--- src/rtl/evb_pkg.sv ---
package evb_pkg;
   typedef enum logic [1:0] {
      ST_IDLE = 2'd0,
      ST_CAPT = 2'd1,
      ST_HDR  = 2'd2
   } evb_state_e;
endpackage

--- src/rtl/evb_thresh_table.sv ---
module evb_thresh_table #(
   parameter int CHAN_W    = 6,
   parameter int DATA_W    = 12,
   parameter bit INCLUSIVE = 1'b0
) (
   input  logic              clk,
   input  logic              rst_n,
   input  logic              ld_we,
   input  logic [CHAN_W-1:0] ld_chan,
   input  logic [DATA_W-1:0] ld_val,
   input  logic [CHAN_W-1:0] q_chan,
   input  logic [DATA_W-1:0] q_data,
   output logic              q_pass
);
   localparam int NCH = 1 << CHAN_W;

   logic [DATA_W-1:0] thr_q [NCH];
   logic [DATA_W-1:0] lim;

   always_ff @(posedge clk or negedge rst_n) begin
      if (!rst_n) begin
         for (int i = 0; i < NCH; i++) thr_q[i] <= '0;
      end else if (ld_we) begin
         thr_q[ld_chan] <= ld_val;
      end
   end

   assign lim = thr_q[q_chan];

   generate
      if (INCLUSIVE) begin : g_ge
         assign q_pass = (q_data >= lim);
      end else begin : g_gt
         assign q_pass = (q_data > lim);
      end
   endgenerate
endmodule

--- src/rtl/evb_fc_window.sv ---
module evb_fc_window #(
   parameter int WIN_W = 8
) (
   input  logic             clk,
   input  logic             rst_n,
   input  logic             len_we,
   input  logic [WIN_W-1:0] len_val,
   input  logic             arm,
   output logic             open
);
   logic [WIN_W-1:0] len_q;
   logic [WIN_W-1:0] cnt_q;

   always_ff @(posedge clk or negedge rst_n) begin
      if (!rst_n) begin
         len_q <= '0;
      end else if (len_we) begin
         len_q <= len_val;
      end
   end

   always_ff @(posedge clk or negedge rst_n) begin
      if (!rst_n) begin
         cnt_q <= '0;
      end else if (arm) begin
         cnt_q <= len_q;
      end else if (cnt_q != '0) begin
         cnt_q <= cnt_q - 1'b1;
      end
   end

   assign open = (cnt_q != '0);
endmodule

--- src/rtl/evb_page_ptr.sv ---
module evb_page_ptr #(
   parameter int PAGE_W = 3,
   parameter int OFS_W  = 7
) (
   input  logic              clk,
   input  logic              rst_n,
   input  logic              arm,
   input  logic              store,
   input  logic              commit,
   input  logic              abort,
   input  logic [PAGE_W-1:0] rd_page,
   output logic [PAGE_W-1:0] wr_page,
   output logic [OFS_W-1:0]  ofs,
   output logic              room,
   output logic              full
);
   localparam logic [OFS_W-1:0]  OFS_LAST  = '1;
   localparam logic [OFS_W-1:0]  OFS_FIRST = OFS_W'(1);
   localparam logic [PAGE_W-1:0] PAGE_ONE  = PAGE_W'(1);

   logic [PAGE_W-1:0] page_q;
   logic [OFS_W-1:0]  ofs_q;
   logic [PAGE_W-1:0] page_next;

   assign page_next = page_q + PAGE_ONE;

   always_ff @(posedge clk or negedge rst_n) begin
      if (!rst_n) begin
         ofs_q <= '0;
      end else if (arm) begin
         ofs_q <= OFS_FIRST;
      end else if (abort || commit) begin
         ofs_q <= '0;
      end else if (store) begin
         ofs_q <= ofs_q + 1'b1;
      end
   end

   always_ff @(posedge clk or negedge rst_n) begin
      if (!rst_n) begin
         page_q <= '0;
      end else if (commit) begin
         page_q <= page_next;
      end
   end

   assign wr_page = page_q;
   assign ofs     = ofs_q;
   assign room    = (ofs_q != OFS_LAST);
   assign full    = (page_next == rd_page);
endmodule

--- src/rtl/event_page_writer.sv ---
module event_page_writer
   import evb_pkg::*;
#(
   parameter int DATA_W        = 12,
   parameter int CHAN_W        = 6,
   parameter int PAGE_W        = 3,
   parameter int OFS_W         = 7,
   parameter int WIN_W         = 8,
   parameter bit THR_INCLUSIVE = 1'b0
) (
   input  logic                      clk,
   input  logic                      rst_n,
   input  logic                      rundown_done,
   input  logic                      in_valid,
   input  logic [CHAN_W-1:0]         in_chan,
   input  logic [DATA_W-1:0]         in_data,
   input  logic                      conv_done,
   input  logic                      fast_clear,
   input  logic [PAGE_W-1:0]         rd_page,
   input  logic                      thr_we,
   input  logic [CHAN_W-1:0]         thr_chan,
   input  logic [DATA_W-1:0]         thr_val,
   input  logic                      win_we,
   input  logic [WIN_W-1:0]          win_len,
   output logic                      mem_we,
   output logic [PAGE_W+OFS_W-1:0]   mem_addr,
   output logic [CHAN_W+DATA_W-1:0]  mem_wdata,
   output logic [PAGE_W-1:0]         wr_page,
   output logic                      busy,
   output logic                      full
);
   localparam int ADDR_W = PAGE_W + OFS_W;
   localparam int WORD_W = CHAN_W + DATA_W;

   generate
      if (WORD_W < ADDR_W) begin : g_bad_word
         $error("memory word too narrow to hold a header address");
      end
      if (OFS_W < 2) begin : g_bad_ofs
         $error("page must hold a header and at least one data word");
      end
      if (PAGE_W < 1) begin : g_bad_page
         $error("ring needs at least two pages");
      end
      if (WIN_W < 1) begin : g_bad_win
         $error("window length needs at least one bit");
      end
   endgenerate

   evb_state_e state_q, state_d;

   logic              in_capt, in_hdr;
   logic              arm, abort, store, finish;
   logic              pass, room, fc_open, full_i;
   logic [OFS_W-1:0]  ofs;
   logic [PAGE_W-1:0] page;

   evb_thresh_table #(
      .CHAN_W    (CHAN_W),
      .DATA_W    (DATA_W),
      .INCLUSIVE (THR_INCLUSIVE)
   ) u_thr (
      .clk     (clk),
      .rst_n   (rst_n),
      .ld_we   (thr_we),
      .ld_chan (thr_chan),
      .ld_val  (thr_val),
      .q_chan  (in_chan),
      .q_data  (in_data),
      .q_pass  (pass)
   );

   evb_fc_window #(
      .WIN_W (WIN_W)
   ) u_win (
      .clk     (clk),
      .rst_n   (rst_n),
      .len_we  (win_we),
      .len_val (win_len),
      .arm     (arm),
      .open    (fc_open)
   );

   evb_page_ptr #(
      .PAGE_W (PAGE_W),
      .OFS_W  (OFS_W)
   ) u_ptr (
      .clk     (clk),
      .rst_n   (rst_n),
      .arm     (arm),
      .store   (store),
      .commit  (in_hdr),
      .abort   (abort),
      .rd_page (rd_page),
      .wr_page (page),
      .ofs     (ofs),
      .room    (room),
      .full    (full_i)
   );

   assign in_capt = (state_q == ST_CAPT);
   assign in_hdr  = (state_q == ST_HDR);

   assign arm    = (state_q == ST_IDLE) && rundown_done && !full_i;
   assign abort  = in_capt && fast_clear && fc_open;
   assign store  = in_capt && in_valid && pass && room && !abort;
   assign finish = in_capt && conv_done && !abort;

   always_comb begin
      state_d = state_q;
      unique case (state_q)
         ST_IDLE: if (arm) state_d = ST_CAPT;
         ST_CAPT: begin
            if (abort)       state_d = ST_IDLE;
            else if (finish) state_d = ST_HDR;
         end
         ST_HDR:  state_d = ST_IDLE;
         default: state_d = ST_IDLE;
      endcase
   end

   always_ff @(posedge clk or negedge rst_n) begin
      if (!rst_n) state_q <= ST_IDLE;
      else        state_q <= state_d;
   end

   assign mem_we    = store || in_hdr;
   assign mem_addr  = in_hdr ? {page, {OFS_W{1'b0}}} : {page, ofs};
   assign mem_wdata = in_hdr ? WORD_W'({page, ofs}) : {in_chan, in_data};
   assign wr_page   = page;
   assign busy      = in_capt;
   assign full      = full_i;
endmodule

--- config.mk ---
export PLATFORM = sky130hd
export DESIGN_NAME = event_page_writer
export DESIGN_NICKNAME = d
export VERILOG_FILES = /design/src/rtl/evb_pkg.sv /design/src/rtl/evb_thresh_table.sv /design/src/rtl/evb_fc_window.sv /design/src/rtl/evb_page_ptr.sv /design/src/rtl/event_page_writer.sv
export SDC_FILE = /design/constraint.sdc
export NUM_CORES = 1
export LEC_CHECK = 0
export BUFFER_PORTS_ARGS = -buffer_cell sky130_fd_sc_hd__buf_2
export CORE_AREA = 3 3 291 293
export CTS_BUF_LIST = sky130_fd_sc_hd__clkbuf_8
export DETAILED_ROUTE_END_ITERATION = 10
export DIE_AREA = 0 0 294 296
export RECOVER_POWER = 25
export SYNTH_ARGS = -nofsm -noshare
export SYNTH_HDL_FRONTEND = slang
export SYNTH_SLANG_ARGS = --single-unit
--- constraint.sdc ---
create_clock -name clk -period 5.5 [get_ports clk]
set_input_delay 1.1 -clock clk [delete_from_list [all_inputs] [get_ports clk]]
set_output_delay 1.1 -clock clk [all_outputs]
set_load 0.03 [all_outputs]
* Word level (Yosys, flattened, before mapping)
Index checks and enable logic that the tools add are counted.
** Operators by class
- Equal/unequal tests :: 6
- Multiplexer cells :: 17
- Bitwise gates (word level) :: 2
- Magnitude comparators :: 4
- Reduce and logical (&&, ||, !) cells :: 20
- $add $sub $neg :: 3
** Operators with widths (number)
- bitwise mux 768 bit :: 1
- binary-select mux 12 bit (select 6 bit) :: 1
- demux 12 bit (select 6 bit) :: 1
- 2-to-1 mux 12 bit :: 3
- 2-to-1 mux 7 bit :: 4
- 2-to-1 mux 18 bit :: 1
- 2-to-1 mux 8 bit :: 2
- >= comparator 7 bit, second input constant :: 2
- inverter 6 -> 7 bit :: 2
- greater-than comparator 12 bit :: 1
- logical AND 1 bit :: 11
- nonzero test 8 bit :: 1
- subtractor 8 x 1 -> 8 bit, second input constant :: 1
- adder 7 x 1 -> 7 bit, second input constant :: 1
- less-than comparator 7 x 1 -> 1 bit, second input constant :: 1
- != test 7 bit, second input constant :: 1
- 2-to-1 mux 2 bit :: 3
- case mux 2 bit (2 select lines) :: 1
- adder 3 x 1 -> 3 bit, second input constant :: 1
- == test 3 bit :: 1
- != test 3 x 1 -> 1 bit, second input constant :: 1
- nonzero test 3 bit :: 1
- == test 2 x 1 -> 1 bit, second input constant :: 1
- == test 2 bit, second input constant :: 1
- 6 further kinds :: 8
** Storage, ports and cells
- Bits of input ports :: 55
- Output and inout bits :: 34
- Flip-flop bits (word level) :: 796
- Word-level logic and storage cells :: 121

* Depth between registers and ports, before layout
- Word-level depth :: 11
- Depth in mapped cells :: 17
- Gate-level depth less buffers :: 13

* Modules after synthesis
A second synthesis with hierarchy kept.
** Second synthesis, totals
- Cell total of the unflattened synthesis :: 2440
- Area, all modules :: 37184.4 sq um
** By module, submodules not included
- evb_thresh_table :: sequential area each 19218.4 sq um, area an instance 35416.5 sq um, times used 1, cells an instance 2265
- evb_fc_window :: sequential area each 400.4 sq um, area an instance 837.1 sq um, times used 1, cells an instance 78
- evb_page_ptr :: sequential area each 250.2 sq um, area an instance 514.2 sq um, times used 1, cells an instance 49
- event_page_writer :: sequential area each 50.0 sq um, area an instance 416.6 sq um, times used 1, cells an instance 48

* Worst setup path before layout
No wires, ideal clock.
- Kind :: input -> output
- Start :: input in_chan[0]
- End :: output mem_we
- Path slack :: 0.224 ns
- Path buffers :: 4
- Arrival time :: 4.176 ns
- Stages :: 14
- Data required time :: 4.400 ns
- Cells stage by stage :: buf_6 -> buf_4 -> buf_2 -> mux4_2 -> a22oi_1 -> a31oi_1 -> o21ai_1 -> ha_1 -> nor2b_1 -> o211ai_1 -> a211oi_1 -> a2111oi_0 -> buf_2 -> o21ai_0
** On the way
- Word-level cells in the longest chain between the ends :: 9
** Ends and longest elaborated chain
- from (decl) :: line event_page_writer.sv:15 : input logic [CHAN_W-1:0] in_chan,
- inverter 6 -> 7 bit (implied by the code) :: line evb_thresh_table.sv:28 : assign lim = thr_q[q_chan];
- binary-select mux 12 bit (select 6 bit) :: line evb_thresh_table.sv:28
- 2-to-1 mux 12 bit (implied by the code) (2 in a row) :: line evb_thresh_table.sv:28
- greater-than comparator 12 bit :: line evb_thresh_table.sv:34 : assign q_pass = (q_data > lim);
- logical AND 1 bit (3 in a row) :: line event_page_writer.sv:106 : assign store = in_capt && in_valid && pass && room && !abort;
- logical OR 1 bit :: line event_page_writer.sv:127 : assign mem_we = store || in_hdr;
- to (decl) :: line event_page_writer.sv:25 : output logic mem_we,
Every way passes these cells. The select of a mux whose other input is x is not followed.

* Worst setup path in the final report
Ends and elaborated chain as after synthesis.

==> metrics.md <==
| Metric | Value |
|---|---|
| Status | `finished with violations` |
| Violated checks | `capacitance limit, slew limit` |
| Max-slew headroom | `-120%` |
| Hold/Removal Path Class | `reg2reg` |
| Synth top area share | `54.0%` |
| Vias per inst | `5.81` |
| Routed Antenna Nets | `0` |
| Drt pass-1 iters | `5` |
| Tcrit/Tclk final | `97.9%` |
| Fin cells | `3832` |
| GPL Wtd Cong | `0.867` |
| Synth area leaders | `dfrtp_1 (54%), mux2_2 (23%), mux4_2 (11%)` |
| Worst Tran Pin Value | `3300 ps` |
| Area growth syn-to-layout | `15.6%` |
| Routed WL | `98100 um` |
| Synthesized flop and latch total | `796` |
| Data arrival, critical path | `4290 ps` |
| Delay-heaviest family, CP | `buffers and inverters` |
| Clock Latency Late Sink | `790 ps` |
| Starting Density | `44.9%` |
| DRC Markers | `0` |
| Total number of vias | `22.2k` |
| WP data required | `4400 ps` |
| Cell area after synthesis | `36900 um2` |
| FMAX | `186 MHz` |
| TritonCTS Buffers | `140` |
| Final global-route overflow total | `0` |
| Final core occ | `52.0%` |
| Peak supply drop | `220 uV` |
| Die Height | `296 um` |
| Setup WS pre-CTS | `-262 ps` |
| Area leader, netlist | `dfrtp_1` |
| Final Hold Vio Count | `0` |
| Site Rows | `105` |
| CTS Sinks | `796` |
| Clock root buffer | `clkbuf_8` |
| Setup violators final | `0` |
| Mapped Cells | `2457` |
| Max-slew violations | `301` |
| Routed wire length per instance | `25.6 um` |
| Placed cell count | `3569` |
| Number of max-cap violations | `4` |
| Top cells by count, synth | `dfrtp_1 (796), mux2_2 (752), mux4_2 (186)` |
| Post-synth EDFFs | `0` |
| Setup Crit Path Kind | `in2out` |
| Iteration-0 DRC Markers | `1658` |
| Fin nets | `2723` |
| Mapped Nets | `2528` |
| Initial antenna violation count | `4` |
| Most frequent cell after synthesis | `dfrtp_1` |
| CP endpoint kind | `output port` |
| Layout Skew | `35.4 ps` |
| H-Tree Depth | `4` |
| CP Cell Sequence | `buf_16 > buf_12 > buf_16 > buf_12 > mux4_2 > mux2_2 > a221oi_1 > buf_4 > a311oi_1 > ha_1 > nor2b_1 > o211ai_1 > a211oi_2 > a2111oi_4 > buf_4 > o21ai_4 > buf_6` |
| Vias in the first global route | `24.2k` |
| Register area share after synthesis | `54.0%` |
| Setup crit start kind | `input port` |
| DP Wirelength | `63000 um` |
| Boundary Pins | `89` |
| Sequential Power Share | `46.9%` |
| Pint | `11.0 mW` |
| Setup ws final | `114 ps` |
| Asr flop ratio synth | `100%` |
| Pwr Density | `355 nW/um2` |
| P_leak | `20.0 nW` |
| Fin Hold WS | `483 ps` |
| Post-route minimum period | `5390 ps` |
| Part of the power in combinational logic | `16.3%` |
| Main synth FF type | `dfrtp_1` |
| Synth Warn # | `0` |
| Maximum clock path buffer count | `3` |
| Mean Syn Cell Area | `15.0 um2` |
| Clock transition at path regs | `50 ps` |
| Die Width | `294 um` |
| CP peak stage delay | `500 ps` |
| Switching Share | `27.1%` |
| Critical path peak fanout | `8` |
| Psw | `4.10 mW` |
| Pwr Total | `15.1 mW` |
| Filler cell count | `6736` |
| GRT Util Overall | `23.1%` |
| Largest net degree at the start of global routing | `141` |
| CTS tree | `yes` |
| Slowest CP cell | `mux4_2` |
| Global-route wire length before repair | `151000 um` |
| Unique masters post-synth | `63` |
| Core Area | `82100 um2` |
| Die Area | `87000 um2` |
| Clock power share | `36.7%` |
| IO buf count | `88` |
| CP bufs+invs | `7` |
| Layout cells sized above 1 | `53.5%` |
==> kinds of logic after synthesis <==
| logic type | synth area share, % |
|---|---|
| AOI/OAI and AO/OA | 3.25 |
| xor gates and xnor gates | 0.261 |
| adders and majority gates | 0.543 |
| buffers and inverters | 3.01 |
| DFF | 54.0 |
| muxes | 35.7 |
| and+or+nand+nor | 3.30 |
==> sequential cells by signal, indices dropped and copies added, names as in the netlist <==
register	cells
u_ptr.ofs	7
state_q	2
u_ptr.wr_page	3
u_thr.thr_q	768
u_win.len_q	8
u_win.cnt_q	8
==> per-layer routing <==
layer | GRT usage (%) | part of all wire [%] | vias to the layer above
li1 | - | - | 9519
met1 | 30.9 | 43 | 12000
met2 | 37.4 | 48 | 540
met3 | 5.36 | 5.5 | 167
met4 | 7.58 | 2.6 | 2
met5 | 0 | 0.011 | -
==> what timing repair did <==
action,4_1_cts,5_1_grt
buffers inserted,5,4
gates resized for setup,19,19
pin swaps,5,10
cloned,2,0
endpoints found under the setup margin,1,1
hold endpoints to repair,0,0
hold buffers,0,0
==> power by group through the flow <==
stage | combinational, mW | sequential, mW | clock [mW]
floorplan | 1.71 | 7.06 | 0
global placement | 2.38 | 7.15 | 0
detailed placement | 2.45 | 7.21 | 0
CTS | 2.49 | 7.10 | 5.70
global route | 2.67 | 7.20 | 5.99
finish | 2.48 | 7.11 | 5.56
==> layout by cell type (no fill, tap or decap), drive strengths merged, types with 5 or more instances in the layout <==
master / Yosys / routed
clkbuf: 123 / 185
xnor2: 8 / 8
nor4: 7 / 7
a22oi: 30 / 30
and2: 16 / 16
nor3: 11 / 11
clkinv: 0 / 18
mux2i: 7 / 7
o21ai: 14 / 14
a21o: 5 / 5
nand2: 92 / 92
mux2: 790 / 790
nand3: 13 / 13
clkinvlp: 0 / 6
nand2b: 7 / 7
a221oi: 18 / 18
nor2b: 9 / 9
buf: 114 / 278
a22o: 12 / 12
a21oi: 24 / 24
a211oi: 5 / 5
o22ai: 30 / 30
mux4: 186 / 186
nor2: 50 / 50
ha: 16 / 16
inv: 7 / 53
or2: 6 / 6
o31ai: 7 / 7
dfrtp: 796 / 796
a31oi: 11 / 11
==> worst paths after layout <==
check	slack, ps	cells past startpoint	startpoint	end
min in group asynchronous	1310	1	rst_n	u_win.cnt_q[5]
setup reg to reg	1820	15	u_thr.thr_q[296]	u_ptr.ofs[2]
hold / removal	480	1	u_thr.thr_q[57]	u_thr.thr_q[57]
max in group asynchronous	1020	2	rst_n	u_thr.thr_q[231]
hold reg to reg	480	1	u_thr.thr_q[57]	u_thr.thr_q[57]
setup / recovery	110	17	in_chan[0]	mem_we
==> metrics by stage <==
step           area [um2]  setup TNS, ps
2_1_floorplan       36900              0
3_3_place_gp        39500           -253
3_5_place_dp        39500           -262
4_1_cts             42600              0
5_1_grt             42700          -13.7
6_report            42700              0
==> layout make-up <==
class / count / area, um2 / share of cell area, %
Inverter: 7 / 26.3 / 0.0616
Multi-Input combinational cell: 1417 / 16000 / 37.6
Antenna cell: 4 / 10.0 / 0.0235
Clock inverter: 74 / 513 / 1.20
Timing Repair Buffer: 290 / 2420 / 5.68
Sequential cell: 796 / 19900 / 46.7
Clock buffer: 174 / 2390 / 5.61
Tap cell: 1070 / 1340 / 3.14
No activity file was read; power rests on OpenSTA's default activity.
